File: config.mk
export PLATFORM = sky130hd
export DESIGN_NAME = adc_pwr_seq
export DESIGN_NICKNAME = d
export VERILOG_FILES = /design/src/rtl/adc_seq_pkg.sv /design/src/rtl/adc_seq_timer.sv /design/src/rtl/adc_seq_streak.sv /design/src/rtl/adc_seq_chan.sv /design/src/rtl/adc_pwr_seq.sv
export SDC_FILE = /design/constraint.sdc
export NUM_CORES = 1
export LEC_CHECK = 0
export CORE_MARGIN = 2
export CORE_UTILIZATION = 62
export CTS_BUF_LIST = sky130_fd_sc_hd__clkbuf_2
export CTS_CLUSTER_DIAMETER = 120
export DETAILED_ROUTE_END_ITERATION = 7
export DONT_BUFFER_PORTS = 1
export PLACE_DENSITY = 0.78
export SYNTH_ARGS = -nofsm -noshare
export SYNTH_HDL_FRONTEND = slang
export SYNTH_HIERARCHICAL = 1
export SYNTH_SLANG_ARGS = --single-unit
export TNS_END_PERCENT = 10
File: constraint.sdc
create_clock -name clk_i -period 2.3 [get_ports clk_i]
set_clock_uncertainty 0.1 [all_clocks]
set_input_delay 0.23 -clock clk_i [delete_from_list [all_inputs] [get_ports clk_i]]
set_output_delay 0.23 -clock clk_i [all_outputs]
set_load 0.05 [all_outputs]
File: src/rtl/adc_seq_pkg.sv
package adc_seq_pkg;

   typedef enum logic [2:0] {
      ST_IDLE  = 3'd0,
      ST_PWRUP = 3'd1,
      ST_SEL   = 3'd2,
      ST_GAP   = 3'd3,
      ST_SLEEP = 3'd4
   } seq_state_e;

endpackage

File: src/rtl/adc_seq_timer.sv
// Up-counter that reports when it has reached a programmed limit.
module adc_seq_timer #(
   parameter int W = 4
) (
   input  logic         clk_i,
   input  logic         rst_ni,
   input  logic         clr_i,
   input  logic         run_i,
   input  logic [W-1:0] limit_i,
   output logic         done_o
);

   logic [W-1:0] cnt_q;

   assign done_o = run_i && (cnt_q == limit_i);

   always_ff @(posedge clk_i or negedge rst_ni) begin
      if (!rst_ni)      cnt_q <= '0;
      else if (clr_i)   cnt_q <= '0;
      else if (run_i)   cnt_q <= done_o ? '0 : cnt_q + 1'b1;
   end

   // a clear leaves the timer at zero
   p_timer_clr_r8: assert property (@(posedge clk_i) disable iff (!rst_ni)
      clr_i |=> (cnt_q == '0));

endmodule

File: src/rtl/adc_seq_streak.sv
// Counts consecutive matching rounds; SATURATE selects hold-at-target or restart.
module adc_seq_streak #(
   parameter int W        = 4,
   parameter bit SATURATE = 1'b1
) (
   input  logic         clk_i,
   input  logic         rst_ni,
   input  logic         clr_i,
   input  logic         round_i,
   input  logic         ok_i,
   input  logic [W-1:0] target_i,
   output logic         hit_o,
   output logic [W-1:0] count_o
);

   logic [W-1:0] cnt_q;
   logic [W-1:0] after_hit;
   logic [W:0]   nxt;

   assign nxt     = {1'b0, cnt_q} + 1'b1;
   assign hit_o   = round_i && ok_i && (nxt == {1'b0, target_i});
   assign count_o = cnt_q;

   generate
      if (SATURATE) begin : g_hold
         assign after_hit = target_i;
      end else begin : g_restart
         assign after_hit = '0;
      end
   endgenerate

   always_ff @(posedge clk_i or negedge rst_ni) begin
      if (!rst_ni)                cnt_q <= '0;
      else if (clr_i)             cnt_q <= '0;
      else if (round_i) begin
         if (!ok_i)               cnt_q <= '0;
         else if (hit_o)          cnt_q <= after_hit;
         else if (cnt_q < target_i) cnt_q <= cnt_q + 1'b1;
      end
   end

   // clear empties the counter
   p_streak_clr_r8: assert property (@(posedge clk_i) disable iff (!rst_ni)
      clr_i |=> (count_o == '0));
   // a non-matching round breaks the streak
   p_streak_miss_r7: assert property (@(posedge clk_i) disable iff (!rst_ni)
      (round_i && !ok_i && !clr_i) |=> (count_o == '0));

endmodule

File: src/rtl/adc_seq_chan.sv
// Channel select decode and per-channel sample capture.
module adc_seq_chan #(
   parameter int NUM_CH = 3,
   parameter int DATA_W = 10,
   parameter int CH_W   = 2
) (
   input  logic              clk_i,
   input  logic              rst_ni,
   input  logic              clr_i,
   input  logic              active_i,
   input  logic [CH_W-1:0]   ch_idx_i,
   input  logic              accept_i,
   input  logic [DATA_W-1:0] data_i,
   output logic [NUM_CH-1:0] sel_o,
   output logic [NUM_CH-1:0] smp_valid_o,
   output logic [DATA_W-1:0] smp_data_o
);

   logic [DATA_W-1:0] data_q;

   generate
      for (genvar i = 0; i < NUM_CH; i++) begin : g_ch
         logic vld_q;
         assign sel_o[i] = active_i && (ch_idx_i == CH_W'(i));
         always_ff @(posedge clk_i or negedge rst_ni) begin
            if (!rst_ni) vld_q <= 1'b0;
            else         vld_q <= !clr_i && accept_i && (ch_idx_i == CH_W'(i));
         end
         assign smp_valid_o[i] = vld_q;
      end
   endgenerate

   always_ff @(posedge clk_i or negedge rst_ni) begin
      if (!rst_ni)       data_q <= '0;
      else if (accept_i) data_q <= data_i;
   end
   assign smp_data_o = data_q;

   // select never has two bits set and never goes unknown
   p_sel_onehot_r1: assert property (@(posedge clk_i) disable iff (!rst_ni)
      !$isunknown(sel_o) && $onehot0(sel_o));
   // an accepted conversion is reported on the channel that was selected
   p_smp_follows_r4: assert property (@(posedge clk_i) disable iff (!rst_ni)
      (accept_i && !clr_i) |=> (smp_valid_o == $past(sel_o)));

endmodule

File: src/rtl/adc_pwr_seq.sv
module adc_pwr_seq
   import adc_seq_pkg::*;
#(
   parameter int NUM_CH  = 3,
   parameter int DATA_W  = 10,
   parameter int PWRUP_W = 4,
   parameter int WAKE_W  = 8,
   parameter int NP_W    = 4,
   parameter int LP_W    = 4
) (
   input  logic               clk_i,
   input  logic               rst_ni,
   input  logic               enable_i,
   input  logic               lp_mode_i,
   input  logic               fsm_rst_i,
   input  logic [PWRUP_W-1:0] pwrup_time_i,
   input  logic [WAKE_W-1:0]  wakeup_time_i,
   input  logic [NP_W-1:0]    np_target_i,
   input  logic [LP_W-1:0]    lp_target_i,
   input  logic               adc_valid_i,
   input  logic [DATA_W-1:0]  adc_data_i,
   input  logic               match_i,
   output logic               adc_pd_o,
   output logic [NUM_CH-1:0]  adc_sel_o,
   output logic [NUM_CH-1:0]  smp_valid_o,
   output logic [DATA_W-1:0]  smp_data_o,
   output logic               irq_o,
   output logic               wakeup_o
);

   localparam int CH_W = (NUM_CH > 1) ? $clog2(NUM_CH) : 1;
   localparam logic [CH_W-1:0] LAST_CH = CH_W'(NUM_CH - 1);

   generate
      if (NUM_CH < 2)  begin : g_bad_ch   $error("NUM_CH must be at least 2");  end
      if (DATA_W < 1)  begin : g_bad_data $error("DATA_W must be positive");    end
      if (PWRUP_W < 1 || WAKE_W < 1 || NP_W < 1 || LP_W < 1) begin : g_bad_w
         $error("timer and counter widths must be positive");
      end
   endgenerate

   seq_state_e      state_q, state_d;
   logic [CH_W-1:0] ch_q;
   logic            lp_act_q, round_ok_q, irq_q, wake_q;
   logic            clr, in_sel, accept, last_ch, round_end;
   logic            pw_done, wk_done, np_hit, lp_hit;
   logic [NP_W-1:0] np_cnt;
   logic [LP_W-1:0] lp_cnt;

   assign clr       = fsm_rst_i | ~enable_i;
   assign in_sel    = (state_q == ST_SEL);
   assign accept    = in_sel && adc_valid_i;
   assign last_ch   = (ch_q == LAST_CH);
   assign round_end = (state_q == ST_GAP) && last_ch;

   adc_seq_timer #(.W(PWRUP_W)) u_pwrup_tmr (
      .clk_i(clk_i), .rst_ni(rst_ni), .clr_i(clr),
      .run_i(state_q == ST_PWRUP), .limit_i(pwrup_time_i), .done_o(pw_done));

   adc_seq_timer #(.W(WAKE_W)) u_wake_tmr (
      .clk_i(clk_i), .rst_ni(rst_ni), .clr_i(clr),
      .run_i(state_q == ST_SLEEP), .limit_i(wakeup_time_i), .done_o(wk_done));

   adc_seq_streak #(.W(NP_W), .SATURATE(1'b1)) u_np_streak (
      .clk_i(clk_i), .rst_ni(rst_ni), .clr_i(clr),
      .round_i(round_end && !lp_act_q), .ok_i(round_ok_q),
      .target_i(np_target_i), .hit_o(np_hit), .count_o(np_cnt));

   adc_seq_streak #(.W(LP_W), .SATURATE(1'b0)) u_lp_streak (
      .clk_i(clk_i), .rst_ni(rst_ni), .clr_i(clr),
      .round_i(round_end && lp_act_q), .ok_i(round_ok_q),
      .target_i(lp_target_i), .hit_o(lp_hit), .count_o(lp_cnt));

   adc_seq_chan #(.NUM_CH(NUM_CH), .DATA_W(DATA_W), .CH_W(CH_W)) u_chan (
      .clk_i(clk_i), .rst_ni(rst_ni), .clr_i(clr),
      .active_i(in_sel), .ch_idx_i(ch_q), .accept_i(accept),
      .data_i(adc_data_i), .sel_o(adc_sel_o),
      .smp_valid_o(smp_valid_o), .smp_data_o(smp_data_o));

   always_comb begin
      state_d = state_q;
      unique case (state_q)
         ST_IDLE:  state_d = ST_PWRUP;
         ST_PWRUP: if (pw_done) state_d = ST_SEL;
         ST_SEL:   if (adc_valid_i) state_d = ST_GAP;
         ST_GAP: begin
            if (last_ch && lp_act_q && !lp_hit) state_d = ST_SLEEP;
            else                                state_d = ST_SEL;
         end
         ST_SLEEP: if (wk_done) state_d = ST_PWRUP;
         default:  state_d = ST_IDLE;
      endcase
   end

   always_ff @(posedge clk_i or negedge rst_ni) begin
      if (!rst_ni) begin
         state_q    <= ST_IDLE;
         ch_q       <= '0;
         lp_act_q   <= 1'b0;
         round_ok_q <= 1'b1;
         irq_q      <= 1'b0;
         wake_q     <= 1'b0;
      end else if (clr) begin
         state_q    <= ST_IDLE;
         ch_q       <= '0;
         lp_act_q   <= lp_mode_i;
         round_ok_q <= 1'b1;
         irq_q      <= 1'b0;
         wake_q     <= 1'b0;
      end else begin
         state_q <= state_d;
         if (state_q == ST_IDLE) lp_act_q <= lp_mode_i;
         else if (lp_hit)        lp_act_q <= 1'b0;
         if (state_q == ST_GAP)  ch_q <= last_ch ? '0 : ch_q + 1'b1;
         if (accept)             round_ok_q <= round_ok_q & match_i;
         else if (round_end)     round_ok_q <= 1'b1;
         irq_q <= np_hit;
         if (np_hit) wake_q <= 1'b1;
      end
   end

   assign adc_pd_o = (state_q == ST_IDLE) || (state_q == ST_SLEEP);
   assign irq_o    = irq_q;
   assign wakeup_o = wake_q;

   // a select is only raised while the converter is powered
   p_sel_powered_r2: assert property (@(posedge clk_i) disable iff (!rst_ni)
      (|adc_sel_o) |-> !adc_pd_o);
   // accepting a conversion drops every select for the next cycle
   p_gap_after_accept_r3: assert property (@(posedge clk_i) disable iff (!rst_ni)
      (accept && !clr) |=> (adc_sel_o == '0));
   // power drops without a control cause only in low-power mode
   p_pd_cause_r5: assert property (@(posedge clk_i) disable iff (!rst_ni)
      ($rose(adc_pd_o) && $past(enable_i) && !$past(fsm_rst_i)) |-> $past(lp_act_q));
   // interrupt is a single-cycle pulse
   p_irq_pulse_r7: assert property (@(posedge clk_i) disable iff (!rst_ni)
      irq_o |=> !irq_o);
   // wakeup request holds until a reset or disable
   p_wake_hold_r7: assert property (@(posedge clk_i) disable iff (!rst_ni)
      (wakeup_o && enable_i && !fsm_rst_i) |=> wakeup_o);
   // software reset forces the stopped state and empties both streaks
   p_fsm_rst_r8: assert property (@(posedge clk_i) disable iff (!rst_ni)
      fsm_rst_i |=> (adc_pd_o && adc_sel_o == '0 && !irq_o && !wakeup_o
                     && np_cnt == '0 && lp_cnt == '0));
   // disable forces the stopped state
   p_disable_r9: assert property (@(posedge clk_i) disable iff (!rst_ni)
      !enable_i |=> (adc_pd_o && adc_sel_o == '0 && !irq_o && !wakeup_o));

endmodule

---- Word level (Yosys, flattened, before mapping) ----
Cells that the tools add are included.
cells by class
  muxes and demuxes ....................... 34
  equal/unequal tests ..................... 15
  bitwise logic cells ..................... 3
  add/sub/neg operators ................... 7
  $lt $le $gt $ge ......................... 2
  reductions and logical operators ........ 36
operator list
  kind                 number
  $mux 4               13
  $mux 8               3
  $logic_and 1x1->1    19
  $mux 3               5
  $pmux 3 s5           1
  $add 4x1->4 const B  3
  $reduce_bool 2->1    6
  $add 4x1->5 const B  2
  $eq 5x4->1           2
  $mux 1               9
  $ne 3x2->1 const B   3
  $add 8x1->8 const B  1
  $eq 8x8->1           1
  $lt 4x4->1           2
  $ne 4x1->1 const B   2
  $eq 3x2->1 const B   2
  $mux 2               3
  $reduce_bool 3->1    2
  $eq 4x4->1           1
  $reduce_and 2->1     2
  $eq 3x1->1 const B   1
  $eq 3x3->1 const B   1
  $logic_not 1->1      3
  $logic_not 3->1      1
  other kinds (9)      9
word-level totals
  register bits ........................... 42
  bits of input ports ..................... 37
  word-level logic and storage cells ...... 111
  output and inout bits ................... 19

---- Longest topological paths before layout ----
Gate-level depths: netlist of run 1.
  depth in word-level cells ............... 10
  depth in mapped cells ................... 10
  depth with buffers taken out ............ 9

---- By module ----
The synthesis of run 1 kept the hierarchy.
by module, submodules not included
  module                        cells an instance  area an instance (um2)  sequential area each (um2)  instances
  adc_seq_chan                  33                 571.8                   325.3                       1
  adc_seq_timer (u_wake_tmr)    51                 523.0                   200.2                       1
  adc_pwr_seq                   55                 516.7                   226.5                       1
  adc_seq_streak (u_np_streak)  52                 475.5                   100.1                       1
  adc_seq_streak (u_lp_streak)  45                 401.6                   100.1                       1
  adc_seq_timer (u_pwrup_tmr)   26                 270.3                   100.1                       1

---- Worst setup path after synthesis of run 1 ----
Ideal clock, no wire load.
  path kind ............................... register -> register
  from .................................... register state_q[1]
  to ...................................... register state_q[0]
  data arrival time ....................... 2.307 ns
  path slack .............................. -0.186 ns
  stages on the path, launching flop included .. 10
  data required time ...................... 2.121 ns
  cells stage by stage .................... dfrtp_1 > buf_6 > nor2_1 > and2_1 > buf_4 > inv_1 > nor3_4 > nand2b_1 > a21oi_1 > a21oi_1
on the way
  longest elaborated chain between the ends .. 4
  elaborated cells between the ends (all ways) .. 13
  those cells by class .................... eq/ne: 7; mux: 2; reduce/logical: 4
RTL lines
  element                     line                 text
  start, declared             adc_pwr_seq.sv:42    seq_state_e state_q, state_d;
  start signal, assigned      adc_pwr_seq.sv:111   state_q <= state_d;
  $eq 3x3->1                  adc_pwr_seq.sv:62    .run_i(state_q == ST_SLEEP), .limit_i(wakeup_time_i), .done_o(wk_done));
  $logic_and 1x1->1           adc_seq_timer.sv:15  assign done_o = run_i && (cnt_q == limit_i);
  named net wk_done           adc_pwr_seq.sv:46    logic pw_done, wk_done, np_hit, lp_hit;
  $ne 3x2->1 (no line)        -
  $reduce_and 3->1 (no line)  -
The timed path passes the listed nets, and every way through them passes these cells.
A chain may end at the register's enable or synchronous reset.

---- Final worst setup path of run 1 ----
  from .................................... register u_lp_streak.cnt_q[1] (netlist: u_lp_streak/count_o[1])
  to ...................................... register state_q[1]
on the way
  longest elaborated chain between the ends .. 8
RTL lines
  element                 line                  text
  start, declared         adc_seq_streak.sv:16  logic [W-1:0] cnt_q;
  start signal, assigned  adc_seq_streak.sv:37  else if (hit_o) cnt_q <= after_hit;
  start signal, assigned  adc_seq_streak.sv:38  else if (cnt_q < target_i) cnt_q <= cnt_q + 1'b1;
  $add 4x1->5             adc_seq_streak.sv:20  assign nxt = {1'b0, cnt_q} + 1'b1;
  $eq 5x4->1              adc_seq_streak.sv:21  assign hit_o = round_i && ok_i && (nxt == {1'b0, target_i});
  $logic_and 1x1->1       adc_seq_streak.sv:21
  named net lp_hit        adc_pwr_seq.sv:46
  $logic_not 1->1         adc_pwr_seq.sv:87     if (last_ch && lp_act_q && !lp_hit) state_d = ST_SLEEP;
  $logic_and 1x1->1       adc_pwr_seq.sv:87
  $mux 3                  adc_pwr_seq.sv:87
  $pmux 3 s5              adc_pwr_seq.sv:82     unique case (state_q)
  $mux 3                  adc_pwr_seq.sv:103    end else if (clr) begin
The timed path passes the listed nets, and every way through them passes these cells.

==> key figures, run 1 <==
Floorplan
  – Rows: 24
  – Die Footprint: 5000 µm²
  – Boundary Pins: 56
  – Height of the die: 70.7 µm
  – Starting Density: 0.638
  – Core ar.: roughly 4300 µm²
  – Die Width: 70.7 µm

Worst setup path
  – Worst R2R Setup Slack: 0.02 ns
  – CP startpoint kind: flop
  – Crit Path Max Fanout: 4
  – Nature of the critical path endpoint: flop
  – Cell depth of the worst flop-to-flop path: 7
  – Critical Path Start: u_lp_streak/count_o[1]$_DFFE_PN0P_
  – Reg2reg start: u_lp_streak/count_o[1]$_DFFE_PN0P_
  – Critical path data arrival time: 2.58 ns
  – Worst setup endpoint: state_q[1]$_DFFE_PN0P_
  – Setup CP Type: reg -> reg
  – Reg2reg end: state_q[1]$_DFFE_PN0P_
  – WP data required: 2.60 ns

Synthesis
  – Adder-Cell Fraction of Synth Area: 0.0544
  – Post-synthesis compound-gate area fraction: 0.115
  – Synthesized area: 2760 µm²
  – Post-synth net total: 311
  – Synth Instances: 262
  – Top_reg_cell synth: dfrtp_1
  – Syn Area/Cell: 10.5 µm²
  – Distinct cells, synth: 65
  – #FFs+latches synth: 42
  – Main combinational cell family by area after synthesis: simple AND/OR/NAND/NOR gates
  – Seq/Total Area, Yosys: 0.381
  – Async S/R FF share, synth: 1.00
  – Mux share of post-synthesis cell area: 0.0617
  – EDFF count, synth: 0
  – Warnings from Yosys: 6
  – Post-synthesis xor/xnor area fraction: 0.0939
  – Simple-gate share of the synthesized area: 0.236

Placement
  – Dpl ws: 0.0105 ns
  – Post-Place Cells: 317
  – GP Congestion: ~0.85
  – Hpwl dp: 3810 µm
  – PortBufs: 0

Clock network
  – H-Tree Level Count: 2
  – CTS clock-pin slew for the worst setup and hold paths: 0.25 ns
  – Root Driver: clkbuf_2
  – Clk sinks: 42
  – Inserted Clock Buffers: 5
  – Clock tree buffer depth: 2
  – Worst skew pair latency: 0.44 ns
  – CTS tree: yes

Cells and area
  – Filler Cell Count: between 300 and 400
  – Layout area overhead: 15.0%
  – Most common cell after layout, fill and taps aside: dfrtp_1
  – Storage element area: roughly 1100 µm²
  – Share of cells above drive strength 1: 0.219
  – Post-route insts no fill: 349
  – Multi-input logic area: 1590 µm²
  – Antenna diodes: 0
  – Most frequent cells in the layout: 41 x dfrtp_1, 21 x dlygate4sd3_1, 20 x inv_1, 15 x buf_4
  – Post-Route Utilization: 0.734
  – Layout Nets: 345

Pwr
  – P per Cell Area: 414 nW/µm²
  – Worst VDD drop: 0.255 mV
  – Pleak: 1.41 nW
  – Tot Pwr: about 1.3 mW

Timing
  – FMAX: approximately 0.44 GHz
  – Max Slew Vio Count: 0
  – Endpoints failing hold: 0
  – Final period util: 0.993
  – Normalized max-slew margin: 0.667
  – Final setup viols: 0
  – Actual slew at the worst max-slew pin: 0.500 ns
  – Final worst setup slack: 0.0151 ns
  – Unrepaired setup endpoints after global routing: yes
  – Min cycle time layout: 2.28 ns

Route
  – Vias per cell: 5.88
  – Final wirelength: 5590 µm
  – Vias: 2052
  – Drt pass-1 iters: 4
  – ANT nets after route: 0
  – 1st-iter DRT viols: around 100
  – Routed length per placed instance: 16.0 µm
  – Drt drc: 0

Status
  – Status: finished, final reports clean

Global routing
  – First-pass GRT wire length: 9340 µm
  – GRT overflow: 0
  – Total GRT Usage: 0.236
  – Initial antenna violation count: 0
  – Vias in the first global route: 2026
  – Pin count of the biggest net entering global routing: 43

Run
  – Max cap viols: 0

Hold path
  – Min-Delay Path Class: in -> reg
## cell families after synthesis
kind of cell	Yosys count
multiplexers	13
adder cells (fa/ha/maj)	12
AND/OR/NAND/NOR	97
flip-flops	42
buffers and inverters	31
AO/OA/AOI/OAI	40
XOR/XNOR	27
## power breakdown
part / switching (mW) / internal, mW
Sequential: 0.0443 / 0.754
Clock: 0.275 / 0.0776
Combinational: 0.0831 / 0.0809
## sequential cells by signal, summed over array words and instances (netlist names)
register / flops
wakeup_o: 1
state_q: 3
u_wake_tmr/cnt_q: 8
u_lp_streak/count_o: 4
u_pwrup_tmr/cnt_q: 4
ch_q: 2
irq_o: 1
u_chan/smp_data_o: 10
u_chan/g_ch.vld_q: 3
u_np_streak/count_o: 4
round_ok_q: 1
lp_act_q: 1
## metal layers
layer,vias to the layer above,track usage,share of wire
met4,0,0.0671,0.0081
li1,1002,-,-
met1,1000,0.300,0.44
met2,46,0.400,0.51
met3,4,0.0613,0.040
met5,-,0,0
## through the flow
stage	instance area [µm²]	hold slack [ns]	TNS (ns)
finish	3170	0.0699	0
global route	3170	0.0443	-0.0320
CTS	3130	0.0126	0
detailed placement	2850	-0.165	0
global placement	2850	-0.165	0
floorplan	2760	-0.166	0
## worst min-delay path by stage
| stage | endpoint | slack, ns | cells after the start | start |
|---|---|---|---|---|
| 6_report | u_wake_tmr/cnt_q[1]$_DFFE_PN0P_ | 0.07 | 4 | wakeup_time_i[6] |
| 5_1_grt | u_np_streak/count_o[3]$_DFFE_PN0P_ | 0.04 | 4 | np_target_i[3] |
| 4_1_cts | irq_o$_DFF_PN0_ | 0.01 | 2 | enable_i |
| 3_5_place_dp | u_wake_tmr/cnt_q[4]$_DFFE_PN0P_ | -0.16 | 0 | rst_ni |
| 3_3_place_gp | u_wake_tmr/cnt_q[3]$_DFFE_PN0P_ | -0.16 | 0 | rst_ni |
| 2_1_floorplan | ch_q[0]$_DFFE_PN0P_ | -0.17 | 0 | rst_ni |
## repair_timing
action / in CTS / in global routing
setup buffers: 0 / 2
endpoints found under the setup margin: 1 / 5
cloned: 0 / 0
pin swaps: 0 / 2
resized for setup: 1 / 5
endpoints found under the hold margin: 58 / 1
hold buffers: 21 / 1
## critical path: stages, from the launching register on
cell,delay (ns)
dfrtp_1,0.44
ha_2,0.20
xor3_1,0.41
nor4_2,0.30
and2_4,0.20
and4bb_1,0.22
a21boi_0,0.26
o21a_1,0.15
## synthesized netlist by cell type (all sizes together) (4+ instances only)
cell    instances  share of area
a211oi          5          0.018
a21oi          11          0.021
and2            4          0.010
buf             9          0.028
dfrtp          41           0.37
ha             12          0.054
inv            21          0.029
mux2           11          0.054
nand2          12          0.016
nand2b          4         0.0091
nand3           7          0.015
nand3b          6          0.021
nand4           6          0.016
nor2           15          0.020
nor2b           4          0.011
nor3           14          0.033
o21ai           5          0.013
or3             4          0.011
xnor2          15          0.050
xor2           11          0.035
## area by class of cell
cell class                 instances  share of cell area
sequential                        42               0.332
timing repair buffer              37               0.108
clock buffer                       5             0.00789
multi-input combinational        189               0.500
inverter                          21              0.0248
clock inverter                     3             0.00749
tap                               52              0.0205
(Power assumes the default switching activity.)
==> run 2, diff against run 1 <==
--- a/config.mk
+++ b/config.mk
@@ -5,13 +5,13 @@
 export SDC_FILE = /design/constraint.sdc
 export NUM_CORES = 1
 export LEC_CHECK = 0
+export BUFFER_PORTS_ARGS = -buffer_cell sky130_fd_sc_hd__buf_2
 export CORE_MARGIN = 2
-export CORE_UTILIZATION = 62
+export CORE_UTILIZATION = 57
 export CTS_BUF_LIST = sky130_fd_sc_hd__clkbuf_2
 export CTS_CLUSTER_DIAMETER = 120
 export DETAILED_ROUTE_END_ITERATION = 7
-export DONT_BUFFER_PORTS = 1
-export PLACE_DENSITY = 0.78
+export PLACE_DENSITY = 0.82
 export SYNTH_ARGS = -nofsm -noshare
 export SYNTH_HDL_FRONTEND = slang
 export SYNTH_HIERARCHICAL = 1
==> run 2 against run 1 <==
Net effect:
- critical path type unchanged
- sequential share of layout area decreased by 1.9 points
- power increased by 10%
- critical path depth decreased by 1
- largest power group unchanged
- first-iteration DRC count increased by 12%
==> key figures, run 2 (synthesized netlist as in run 1, its figures left out) <==
Cells and area
  – Final Instance Area: 3370 µm²
  – Layout Nets: 392
  – Antenna diodes: 0
  – Layout area overhead: 22.0%
  – Most common cell after layout, fill and taps aside: buf_2
  – Multi-input logic area: 1570 µm²
  – Storage element area: 1050 µm²
  – Max FFs per register: 10
  – Most frequent cells in the layout: 54 x buf_2, 41 x dfrtp_1, 20 x inv_1, 15 x dlygate4sd3_1, 15 x buf_4
  – Filler Cell Count: 356
  – Share of cells above drive strength 1: 0.331

Route
  – DR WL met3: between 200 and 250 µm
  – Drt drc: 0
  – Vias per cell: approximately 5.6
  – Met2 wire length: a little over 3000 µm
  – ANT nets after route: 0
  – Final wirelength: 5900 µm
  – Vias: between 2000 and 2500
  – Drt pass-1 iters: 4
  – DRT met1 WL: between 2000 and 3000 µm
  – Routed length per placed instance: about 15 µm
  – 1st-iter DRT viols: 116
  – Top layer in use: met4

Global routing
  – Total GRT Usage: 0.229
  – Pin count of the biggest net entering global routing: 43
  – Vias in the first global route: 2211
  – GRT overflow: 0
  – First-pass GRT wire length: 9620 µm
  – Initial antenna violation count: 0

Placement
  – Placed instance area: 3130 µm²
  – GP Congestion: roughly 0.88
  – Hpwl dp: about 4200 µm
  – PortBufs: 55

Timing
  – Actual slew at the worst max-slew pin: 0.539 ns
  – Final setup TNS: 0 ns
  – Final period util: 0.968
  – Unrepaired setup endpoints after global routing: no
  – Endpoints failing hold: 0
  – Final setup viols: 0
  – FMAX: 0.449 GHz
  – Min cycle time layout: 2.23 ns
  – Max Slew Vio Count: 0
  – Normalized max-slew margin: 0.641

Clock network
  – CTS clock-pin slew for the worst setup and hold paths: 0.24 ns
  – CTS tree: yes
  – Root Driver: clkbuf_2
  – Inserted Clock Buffers: 5
  – H-Tree Level Count: 2
  – Worst skew pair latency: 0.45 ns
  – Clk sinks: 42
  – Clock tree buffer depth: 2

Worst setup path
  – Setup CP Type: reg -> reg
  – CP Depth: 6
  – Nature of the critical path endpoint: flop
  – CP top delay family: simple AND/OR/NAND/NOR gates
  – CP startpoint kind: flop
  – CP max-delay cell: or4_4
  – Crit Path Max Fanout: 3
  – Buf+Inv Stages, Crit Path: 0
  – Cell depth of the worst flop-to-flop path: 6
  – Critical path data arrival time: ~2.5 ns
  – CP max stage delay: 0.56 ns
  – WP data required: 2.55 ns
  – Crit-path cells: ha_1, xor2_1, nor4_2, and2_4, or4_4, o311ai_2

Floorplan
  – Starting Density: 0.588
  – Height of the die: 73.6 µm
  – Die Footprint: 5410 µm²
  – Boundary Pins: 56
  – Rows: 25
  – Core ar.: 4690 µm²
  – Die Width: approximately 74 µm

Pwr
  – Worst VDD drop: 0.235 mV
  – P per Cell Area: 431 nW/µm²
  – Tot Pwr: 1.45 mW
  – Pleak: roughly 1.6 nW

Run
  – Max cap viols: 0

Status
  – Status: finished, final reports clean

Hold path
  – Hold Path Stages: 4
  – Min-Delay Path Class: in -> reg
[run 2: changes by cell type in the layout (fill, tap and decap cells not counted), moves of 2 or more]
| cell | delta |
|---|---|
| nor2_1 | -2 |
| buf_2 | +54 |
| xor2_2 | -2 |
| clkinvlp_4 | -2 |
| and3b_1 | +2 |
| nor2_2 | +2 |
| dlygate4sd3_1 | -6 |
| xor2_1 | +2 |
| and3b_2 | -2 |
[run 2: worst min-delay path, delay by kind of cell]
family          cells  cell delay [ns]
simple gates        1             0.09
compound gates      1             0.07
xor+xnor            1             0.09
buf+inv             1             0.09
[run 2: stage by stage]
step | hold slack, ns | instances | util | worst slack [ns]
floorplan | -0.166 | 262 | - | 0.0368
detailed placement | 0.232 | 374 | 0.666 | 0.0824
global placement | 0.228 | 374 | 0.666 | 0.153
CTS | 0.0289 | 397 | 0.713 | 0.0175
global route | 0.0114 | 398 | 0.717 | 0.00491
finish | 0.0192 | 398 | 0.717 | 0.0738
[run 2: worst paths after layout]
check,start,endpoint,slack [ns]
worst min register to register,u_chan/smp_data_o[4]$_DFFE_PN0P_,u_chan/smp_data_o[4]$_DFFE_PN0P_,0.43
worst max register to register,u_lp_streak/count_o[0]$_DFFE_PN0P_,u_lp_streak/count_o[2]$_DFFE_PN0P_,0.07
max in group asynchronous,rst_ni,u_wake_tmr/cnt_q[1]$_DFFE_PN0P_,1.48
min in group asynchronous,rst_ni,state_q[2]$_DFFE_PN0P_,0.24
worst min-delay path,pwrup_time_i[1],u_pwrup_tmr/cnt_q[0]$_DFFE_PN0P_,0.02
worst max-delay path,u_lp_streak/count_o[0]$_DFFE_PN0P_,u_lp_streak/count_o[2]$_DFFE_PN0P_,0.07
[run 2: final cells by class]
cell class | count | area share
multi-input cells | 189 | 0.465
flip-flops and latches | 42 | 0.313
repair buffers | 84 | 0.158
inverters | 21 | 0.0234
well taps | 54 | 0.0201
clock inverters | 3 | 0.0130
clock buffers | 5 | 0.00743
[run 2: power by group]
group	leakage [nW]	internal (mW)	switching [mW]
registers	0.568	0.754	0.0101
logic	1.01	0.0997	0.132
clock network	0.0433	0.186	0.267
[run 2: timing repair]
action | CTS | global route
resized for setup | 0 | 5
hold buffers | 15 | 0
setup buffers | 0 | 1
endpoints found under the hold margin | 55 | 0
endpoints found under the setup margin | 0 | 6
[run 2: metal layers]
| metal | track usage | vias to the layer above |
|---|---|---|
| met5 | 0 | - |
| met4 | 0.0970 | 0 |
| met3 | 0.0453 | 12 |
| met2 | 0.403 | 50 |
| met1 | 0.270 | 1088 |
| li1 | - | 1098 |
